===== src/rtl/vtg_pkg.sv =====
package vtg_pkg;

  localparam int VAL_LSB = 14;
  localparam int H_REGS  = 7;
  localparam int V_REGS  = 6;

  // horizontal register slots
  localparam int HI_TOT = 0;
  localparam int HI_SW  = 1;
  localparam int HI_BS  = 2;
  localparam int HI_DS  = 3;
  localparam int HI_DE  = 4;
  localparam int HI_BE  = 5;
  localparam int HI_IL  = 6;

  // vertical register slots
  localparam int VI_TOT = 0;
  localparam int VI_SW  = 1;
  localparam int VI_BS  = 2;
  localparam int VI_DS  = 3;
  localparam int VI_DE  = 4;
  localparam int VI_BE  = 5;

  localparam logic [7:0] SEL_CTRL = 8'hE0;

  function automatic logic [7:0] h_sel(input int i);
    return (i == HI_IL) ? 8'h9C : 8'(8'h80 + 4 * i);
  endfunction

  function automatic logic [7:0] v_sel(input int i);
    return 8'(8'hA0 + 4 * i);
  endfunction

  // pipeline skew folded into display start/end, per depth code
  function automatic logic [4:0] depth_skew(input logic [1:0] d);
    case (d)
      2'd0:    return 5'd19;
      2'd1:    return 5'd11;
      2'd2:    return 5'd7;
      default: return 5'd5;
    endcase
  endfunction

  // enables per 6 reference clocks, per rate code
  function automatic logic [2:0] rate_step(input logic [1:0] r);
    case (r)
      2'd0:    return 3'd2;
      2'd1:    return 3'd3;
      2'd2:    return 3'd4;
      default: return 3'd6;
    endcase
  endfunction

endpackage


===== src/rtl/vtg_regfile.sv =====
module vtg_regfile
  import vtg_pkg::*;
#(
  parameter int HW = 10,
  parameter int VW = 10
) (
  input  logic                     clk,
  input  logic                     rst,
  input  logic                     wr_en,
  input  logic [31:0]              wr_data,
  input  logic                     frame_end,
  output logic                     running,
  output logic [H_REGS-1:0][HW-1:0] h_act,
  output logic [V_REGS-1:0][VW-1:0] v_act,
  output logic [1:0]               rate,
  output logic [1:0]               depth,
  output logic [1:0]               pol
);

  logic [7:0]                sel;
  logic [H_REGS-1:0]         h_hit;
  logic [V_REGS-1:0]         v_hit;
  logic                      c_hit;
  logic [H_REGS-1:0][HW-1:0] h_sh;
  logic [V_REGS-1:0][VW-1:0] v_sh;
  logic [5:0]                c_sh, c_act;
  logic                      ctrl_seen;
  logic                      load;
  logic                      unused_wr;

  assign sel       = wr_data[31:24];
  assign c_hit     = wr_en && (sel == SEL_CTRL);
  assign unused_wr = ^{wr_data[23:14], wr_data[13], wr_data[10:4]};

  genvar gi;
  generate
    for (gi = 0; gi < H_REGS; gi++) begin : g_hdec
      assign h_hit[gi] = wr_en && (sel == h_sel(gi));
    end
    for (gi = 0; gi < V_REGS; gi++) begin : g_vdec
      assign v_hit[gi] = wr_en && (sel == v_sel(gi));
    end
  endgenerate

  // shadow registers
  always_ff @(posedge clk) begin
    if (rst) begin
      h_sh      <= '0;
      v_sh      <= '0;
      c_sh      <= '0;
      ctrl_seen <= 1'b0;
    end else begin
      for (int i = 0; i < H_REGS; i++)
        if (h_hit[i]) h_sh[i] <= wr_data[VAL_LSB +: HW];
      for (int i = 0; i < V_REGS; i++)
        if (v_hit[i]) v_sh[i] <= wr_data[VAL_LSB +: VW];
      if (c_hit) begin
        c_sh      <= {wr_data[12:11], wr_data[3:0]};
        ctrl_seen <= 1'b1;
      end
    end
  end

  // working set: tracks shadow while idle, else copied at frame boundary
  assign load = !running || frame_end;

  always_ff @(posedge clk) begin
    if (rst) begin
      h_act   <= '0;
      v_act   <= '0;
      c_act   <= '0;
      running <= 1'b0;
    end else begin
      running <= ctrl_seen;
      if (load) begin
        h_act <= h_sh;
        v_act <= v_sh;
        c_act <= c_sh;
      end
    end
  end

  assign rate  = c_act[1:0];
  assign depth = c_act[3:2];
  assign pol   = c_act[5:4];

  AST_ACT_HOLD: assert property (@(posedge clk) disable iff (rst)
    (running && !frame_end) |=> ($stable(h_act) && $stable(v_act) && $stable(c_act)))
    else $error("working registers changed mid-frame");

endmodule


===== src/rtl/vtg_pixce.sv =====
module vtg_pixce
  import vtg_pkg::*;
(
  input  logic       clk,
  input  logic       rst,
  input  logic       running,
  input  logic [1:0] rate,
  output logic       ce
);

  localparam logic [3:0] MODULUS = 4'd6;

  logic [2:0] acc;
  logic [3:0] sum;
  logic       wrap;

  assign sum  = {1'b0, acc} + {1'b0, rate_step(rate)};
  assign wrap = (sum >= MODULUS);

  always_ff @(posedge clk) begin
    if (rst || !running) begin
      acc <= '0;
      ce  <= 1'b0;
    end else begin
      ce  <= wrap;
      acc <= wrap ? 3'(sum - MODULUS) : sum[2:0];
    end
  end

  AST_CE_IDLE: assert property (@(posedge clk) disable iff (rst)
    !running |=> !ce)
    else $error("pixel enable while idle");

  AST_CE_FULL: assert property (@(posedge clk) disable iff (rst)
    (running && rate == 2'd3) |=> ce)
    else $error("full rate missed an enable");

endmodule


===== src/rtl/vtg_counters.sv =====
module vtg_counters
  import vtg_pkg::*;
#(
  parameter int HW = 10,
  parameter int VW = 10
) (
  input  logic                      clk,
  input  logic                      rst,
  input  logic                      running,
  input  logic                      ce,
  input  logic [H_REGS-1:0][HW-1:0] h_act,
  input  logic [V_REGS-1:0][VW-1:0] v_act,
  input  logic [1:0]                depth,
  input  logic [1:0]                pol,
  output logic                      frame_end,
  output logic                      hsync,
  output logic                      vsync,
  output logic                      border_act,
  output logic                      disp_act,
  output logic                      blank
);

  localparam int HCW = HW + 2;

  logic [HCW-1:0] hc, h_last, sw_end, bs_px, be_px, ds_px, de_px, skew;
  logic [VW-1:0]  vc;
  logic           line_end, last_line;
  logic           h_sync_c, h_bord_c, h_disp_c;
  logic           v_sync_c, v_bord_c, v_disp_c;

  // two-pixel units back to pixel positions
  assign skew   = HCW'(depth_skew(depth));
  assign h_last = {1'b0, h_act[HI_TOT], 1'b1};
  assign sw_end = {1'b0, h_act[HI_SW], 1'b0} + HCW'(2);
  assign bs_px  = {1'b0, h_act[HI_BS], 1'b1};
  assign be_px  = {1'b0, h_act[HI_BE], 1'b1};
  assign ds_px  = {1'b0, h_act[HI_DS], 1'b0} + skew;
  assign de_px  = {1'b0, h_act[HI_DE], 1'b0} + skew;

  assign line_end  = (hc == h_last);
  assign last_line = (vc == v_act[VI_TOT]);
  assign frame_end = running && ce && line_end && last_line;

  always_ff @(posedge clk) begin
    if (rst || !running) begin
      hc <= '0;
      vc <= '0;
    end else if (ce) begin
      if (line_end) begin
        hc <= '0;
        vc <= last_line ? '0 : vc + 1'b1;
      end else begin
        hc <= hc + 1'b1;
      end
    end
  end

  always_comb begin
    h_sync_c = (hc < sw_end);
    h_bord_c = (hc >= bs_px) && (hc < be_px);
    h_disp_c = (hc >= ds_px) && (hc < de_px);
    v_sync_c = (vc <= v_act[VI_SW]);
    v_bord_c = (vc > v_act[VI_BS]) && (vc <= v_act[VI_BE]);
    v_disp_c = (vc > v_act[VI_DS]) && (vc <= v_act[VI_DE]);
  end

  always_ff @(posedge clk) begin
    if (rst || !running) begin
      hsync      <= pol[0];
      vsync      <= pol[1];
      border_act <= 1'b0;
      disp_act   <= 1'b0;
      blank      <= 1'b1;
    end else begin
      hsync      <= h_sync_c ^ pol[0];
      vsync      <= v_sync_c ^ pol[1];
      border_act <= h_bord_c && v_bord_c;
      disp_act   <= h_disp_c && v_disp_c;
      blank      <= !(h_bord_c && v_bord_c);
    end
  end

  AST_IDLE_ZERO: assert property (@(posedge clk) disable iff (rst)
    !running |=> (hc == '0 && vc == '0))
    else $error("counters moved while idle");

  AST_HOLD_NO_CE: assert property (@(posedge clk) disable iff (rst)
    (running && !ce) |=> ($stable(hc) && $stable(vc)))
    else $error("counter moved without enable");

  AST_HC_WRAP: assert property (@(posedge clk) disable iff (rst)
    (running && ce && line_end) |=> (hc == '0))
    else $error("pixel counter did not wrap");

  AST_HC_BOUND: assert property (@(posedge clk) disable iff (rst)
    running |-> (hc <= h_last))
    else $error("pixel counter past line end");

endmodule


===== src/rtl/vid_timing_gen.sv =====
module vid_timing_gen
  import vtg_pkg::*;
#(
  parameter int HW = 10,
  parameter int VW = 10
) (
  input  logic          clk,
  input  logic          rst,
  input  logic          wr_en,
  input  logic [31:0]   wr_data,
  output logic          pix_ce,
  output logic          hsync,
  output logic          vsync,
  output logic          border_act,
  output logic          disp_act,
  output logic          blank,
  output logic [1:0]    depth_log2,
  output logic [HW-1:0] ilace_pos
);

  logic                      running, frame_end;
  logic [H_REGS-1:0][HW-1:0] h_act;
  logic [V_REGS-1:0][VW-1:0] v_act;
  logic [1:0]                rate, depth, pol;

  vtg_regfile #(.HW(HW), .VW(VW)) i_regs (
    .clk(clk), .rst(rst), .wr_en(wr_en), .wr_data(wr_data),
    .frame_end(frame_end), .running(running),
    .h_act(h_act), .v_act(v_act), .rate(rate), .depth(depth), .pol(pol)
  );

  vtg_pixce i_ce (
    .clk(clk), .rst(rst), .running(running), .rate(rate), .ce(pix_ce)
  );

  vtg_counters #(.HW(HW), .VW(VW)) i_cnt (
    .clk(clk), .rst(rst), .running(running), .ce(pix_ce),
    .h_act(h_act), .v_act(v_act), .depth(depth), .pol(pol),
    .frame_end(frame_end), .hsync(hsync), .vsync(vsync),
    .border_act(border_act), .disp_act(disp_act), .blank(blank)
  );

  assign depth_log2 = depth;
  assign ilace_pos  = h_act[HI_IL];

endmodule


===== config.mk =====
export PLATFORM = sky130hd
export DESIGN_NAME = vid_timing_gen
export DESIGN_NICKNAME = d
export VERILOG_FILES = /design/src/rtl/vtg_pkg.sv /design/src/rtl/vtg_regfile.sv /design/src/rtl/vtg_pixce.sv /design/src/rtl/vtg_counters.sv /design/src/rtl/vid_timing_gen.sv
export SDC_FILE = /design/constraint.sdc
export NUM_CORES = 1
export LEC_CHECK = 0
export BUFFER_PORTS_ARGS = -buffer_cell sky130_fd_sc_hd__buf_2
export CAP_MARGIN = 10
export CELL_PAD_IN_SITES_DETAIL_PLACEMENT = 1
export CELL_PAD_IN_SITES_GLOBAL_PLACEMENT = 2
export CORE_MARGIN = 2
export CORE_UTILIZATION = 23
export CTS_CLUSTER_SIZE = 10
export DETAILED_ROUTE_END_ITERATION = 10
export PLACE_DENSITY = 0.54
export SLEW_MARGIN = 5
export SYNTH_ARGS = -nofsm -noshare
export SYNTH_HDL_FRONTEND = slang
export SYNTH_SLANG_ARGS = --single-unit

===== constraint.sdc =====
create_clock -name clk -period 4.1 [get_ports clk]
set_clock_uncertainty 0.15 [all_clocks]
set_input_delay 1.23 -clock clk [delete_from_list [all_inputs] [get_ports clk]]
set_output_delay 1.23 -clock clk [all_outputs]
set_load 0.02 [all_outputs]

==> flow_summary.toml <==
[synth]
synthArstFlopShare = 0
ys.warnings.count = 0
synth-edff-count = 0
yosysUniqueCellTypes = 54
biggest_area_consumer_among_synthesized_cells = "sky130_fd_sc_hd__dfxtp_1"
synth_top_area_frac = 0.389
postSynthNetCount = 1845
synth-main-ff-cell = "sky130_fd_sc_hd__dfxtp_1"
ys_top_cells_by_area = "sky130_fd_sc_hd__dfxtp_1 39%, sky130_fd_sc_hd__mux2i_1 16%, sky130_fd_sc_hd__nand2b_1 11%, sky130_fd_sc_hd__ha_1 9.2%, sky130_fd_sc_hd__nor2_1 3.2%"
synth_commonest_cells = "305 x sky130_fd_sc_hd__dfxtp_1, 278 x sky130_fd_sc_hd__nand2b_1, 245 x sky130_fd_sc_hd__mux2i_1, 134 x sky130_fd_sc_hd__nor2_1, 116 x sky130_fd_sc_hd__ha_1"
syn-instance-count = 1691
synth.yosys.seq_area_share = 0.389
ys_ff_latch = 305
synthMostInstantiatedCell = "sky130_fd_sc_hd__dfxtp_1"
synth_area_um2 = 15700
synth_area_per_cell_um2 = 9.29

[clock_tree]
cts_num_sinks = 305
cts_tree = "done"
cts_max_level = 2
path_clk_slew_ns = 0.06
cts.path.max_buffers = 3
cts_inserted_buffers = 42
clk_latency_ns = 0.58
clk_root_buffer_cell = "sky130_fd_sc_hd__clkbuf_16"
post-cts-setup-buffers = 0

[layout]
syn_to_layout_area_delta_pct = 16.7
layout.cells.non_filler = 2621
layout.filler_cells = 7692
final_nets = 1874
antenna-diode-count = 0
utilization = 0.272
drive_gt1_frac = 0.0927

[power]
static_leak_nw = 6.99
vdd_drop_max_mv = 0.233
power_density_nw_per_um2 = 377

[setup_path]
cp.depth = 15
buffers_and_inverters_on_the_worst_path = 1
worstPathCellList = "nand2_1 > ha_1 > inv_1 > fa_1 > nor2b_1 > o21ai_0 > a21oi_1 > nand3_1 > xor2_1 > ha_1 > a21o_1 > a21o_1 > a2111oi_1 > o31ai_1 > nor4_1"
critPathMaxStageDelay_ns = 0.42
cp.required_ns = 4.42
critPathMaxFanout = 8
slowest_stage = "sky130_fd_sc_hd__a2111oi_1"
setup.worst_path.end_class = "register"
critPathKind = "reg2reg"
timing.critical_path.arrival_ns = 4.08
cpLargestDelayFamily = "compound AO/OA/AOI/OAI gates"
worst-r2r-cell-count = 15
startpoint_type_of_the_worst_setup_path = "register"

[global_route]
grt_use_met1 = 0.193
grt_antenna_before_repair = 0
grt_usage = 0.136
number_of_global_route_vias_before_repair = 11800
globalRoute.totalOverflow = 0
met2_usage = 0.212
grt_peak_use_layer = "met2"
maximum_number_of_pins_on_one_net_before_global_route_repair = 263
grt_pass1_wl_um = 72300
met3_usage = 0.0189

[routing]
drc = 0
final_antenna_net_count = 0
routed_wl_um = 47400
num_vias = 11500
drt_iter0_markers = 391
dr.pass1.iters = 4
post_drt_wl_per_cell_um = 18.1
routed_via_density = 4.38

[placed_design]
dp.cells = 2549
detailed_place_hpwl_um = 30300
port_buffers = 44
gp_congestion = 0.722
placement.setup.worst_slack_ns = 0.210

[floorplanning]
die_width_um = 265
top_level_ports = 53
chipHeight_um = 265
placeableCoreArea_um2 = 67400
floorplan.initialDensity = 0.233
fp-row-count = 95
die-area_um2 = 70400

[sta]
worstMarginPinSlew_ns = 0.984
min_period_over_period = 0.917
rsz0062_at_grt = "no"
maxClockFrequency_mhz = 266
finalHoldViolations = 0
final_hold_slack_ns = 0.291
total_negative_setup_slack_ns = 0
maxSlewViolCount = 0
setup_viol_count_final = 0
setup_ws_ns = 0.341
slew_headroom = 0.327
finalWorstPathRequiredPeriod_ns = 3.76

[run]
max_cap_viol_count = 0

[worst_hold_path]
worst_hold_path_type = "reg2reg"
hold-path-cell-count = 2

[run_status]
outcome = "complete, no violations"
## routing by layer
layer  vias up  routed length [um]
li1       5731                   -
met1      5568               24200
met2       112               20600
met3        60                1620
met4         0                1010
met5         -                   0
## kinds of logic after synthesis
family,Yosys count,synth area share
AND/OR/NAND/NOR,620,0.214
flip-flops,305,0.389
multiplexers,245,0.156
buffers and inverters,196,0.0531
AO/OA/AOI/OAI,140,0.0551
adder cells (fa/ha/maj),119,0.0962
XOR/XNOR,66,0.0368
## stage by stage
| stage | cell area, um^2 | total power, mW |
|---|---|---|
| floorplan | 15700 | 3.14 |
| finish | 18300 | 6.92 |
| global route | 18300 | 7.19 |
| global placement | 16900 | 3.23 |
| detailed placement | 16900 | 3.24 |
| CTS | 18300 | 7.08 |
## worst reg2reg max path: stages, from the launching register on
cell                        delay (ns)
sky130_fd_sc_hd__dfxtp_1          0.38
sky130_fd_sc_hd__nand2_1          0.13
sky130_fd_sc_hd__ha_1             0.18
sky130_fd_sc_hd__inv_1            0.06
sky130_fd_sc_hd__fa_1             0.39
sky130_fd_sc_hd__nor2b_1          0.13
sky130_fd_sc_hd__o21ai_0          0.12
sky130_fd_sc_hd__a21oi_1          0.34
sky130_fd_sc_hd__nand3_1          0.14
sky130_fd_sc_hd__xor2_1           0.16
sky130_fd_sc_hd__ha_1             0.30
sky130_fd_sc_hd__a21o_1           0.18
sky130_fd_sc_hd__a21o_1           0.18
sky130_fd_sc_hd__a2111oi_1        0.42
sky130_fd_sc_hd__o31ai_1          0.16
sky130_fd_sc_hd__nor4_1           0.26
## state kept, by name, indices dropped and copies added (netlist names), 3 cells and up
name,flops
i_ce.acc,3
i_cnt.hc,12
i_cnt.vc,10
i_regs.c_act,6
i_regs.c_sh,6
i_regs.h_act,70
i_regs.h_sh,70
i_regs.v_act,60
i_regs.v_sh,60
## layout make-up
type | instances | area (um^2) | area share
Clock buffer | 66 | 1270 | 0.0694
Clock inverter | 6 | 128 | 0.00696
Inverter | 93 | 349 | 0.0190
Multi-Input combinational cell | 1190 | 8810 | 0.480
Sequential cell | 305 | 6110 | 0.333
Tap cell | 873 | 1090 | 0.0596
Timing Repair Buffer | 88 | 586 | 0.0319
## repair_timing
action,in CTS,in global routing
resized for setup,0,1
setup endpoints to repair,0,1
hold buffers,0,0
## power breakdown
group	internal, mW	switching (mW)	total, mW
logic	0.0638	0.132	0.196
registers	2.97	0.00148	2.97
clock network	2.31	1.45	3.75
total	5.34	1.58	6.92
## path summary, 6_finish.rpt
| kind | from | endpoint | slack [ns] |
|---|---|---|---|
| setup / recovery | i_regs.c_act[3]$_SDFFE_PP0P_ | i_cnt.disp_act$_SDFF_PP0_ | 0.34 |
| hold reg to reg | i_regs.ctrl_seen$_SDFFE_PP0P_ | i_regs.running$_SDFF_PP0_ | 0.29 |
| hold / removal | i_regs.ctrl_seen$_SDFFE_PP0P_ | i_regs.running$_SDFF_PP0_ | 0.29 |
| setup reg to reg | i_regs.c_act[3]$_SDFFE_PP0P_ | i_cnt.disp_act$_SDFF_PP0_ | 0.34 |
## cells in the final DEF (no fill, tap or decap), types with 8 or more instances in the layout
cell type / Yosys / routed
sky130_fd_sc_hd__dfxtp_1: 305 / 305
sky130_fd_sc_hd__o21ai_0: 15 / 15
sky130_fd_sc_hd__nand2_1: 65 / 65
sky130_fd_sc_hd__nand4_1: 24 / 24
sky130_fd_sc_hd__nor4_1: 9 / 9
sky130_fd_sc_hd__nand3_1: 49 / 49
sky130_fd_sc_hd__a21oi_1: 65 / 65
sky130_fd_sc_hd__buf_4: 10 / 42
sky130_fd_sc_hd__and4_1: 8 / 8
sky130_fd_sc_hd__inv_1: 93 / 93
sky130_fd_sc_hd__nor2_1: 134 / 134
sky130_fd_sc_hd__nor3_1: 15 / 14
sky130_fd_sc_hd__a21o_1: 26 / 26
sky130_fd_sc_hd__and3_1: 9 / 9
sky130_fd_sc_hd__nor2b_1: 8 / 8
sky130_fd_sc_hd__mux2i_1: 245 / 245
sky130_fd_sc_hd__xor2_1: 33 / 33
sky130_fd_sc_hd__nand2b_1: 278 / 278
sky130_fd_sc_hd__clkbuf_16: 0 / 43
sky130_fd_sc_hd__clkbuf_8: 0 / 11
sky130_fd_sc_hd__clkbuf_1: 74 / 12
sky130_fd_sc_hd__xnor2_1: 33 / 33
sky130_fd_sc_hd__buf_2: 13 / 43
sky130_fd_sc_hd__ha_1: 116 / 116
Power figures use the tool's default switching activity.
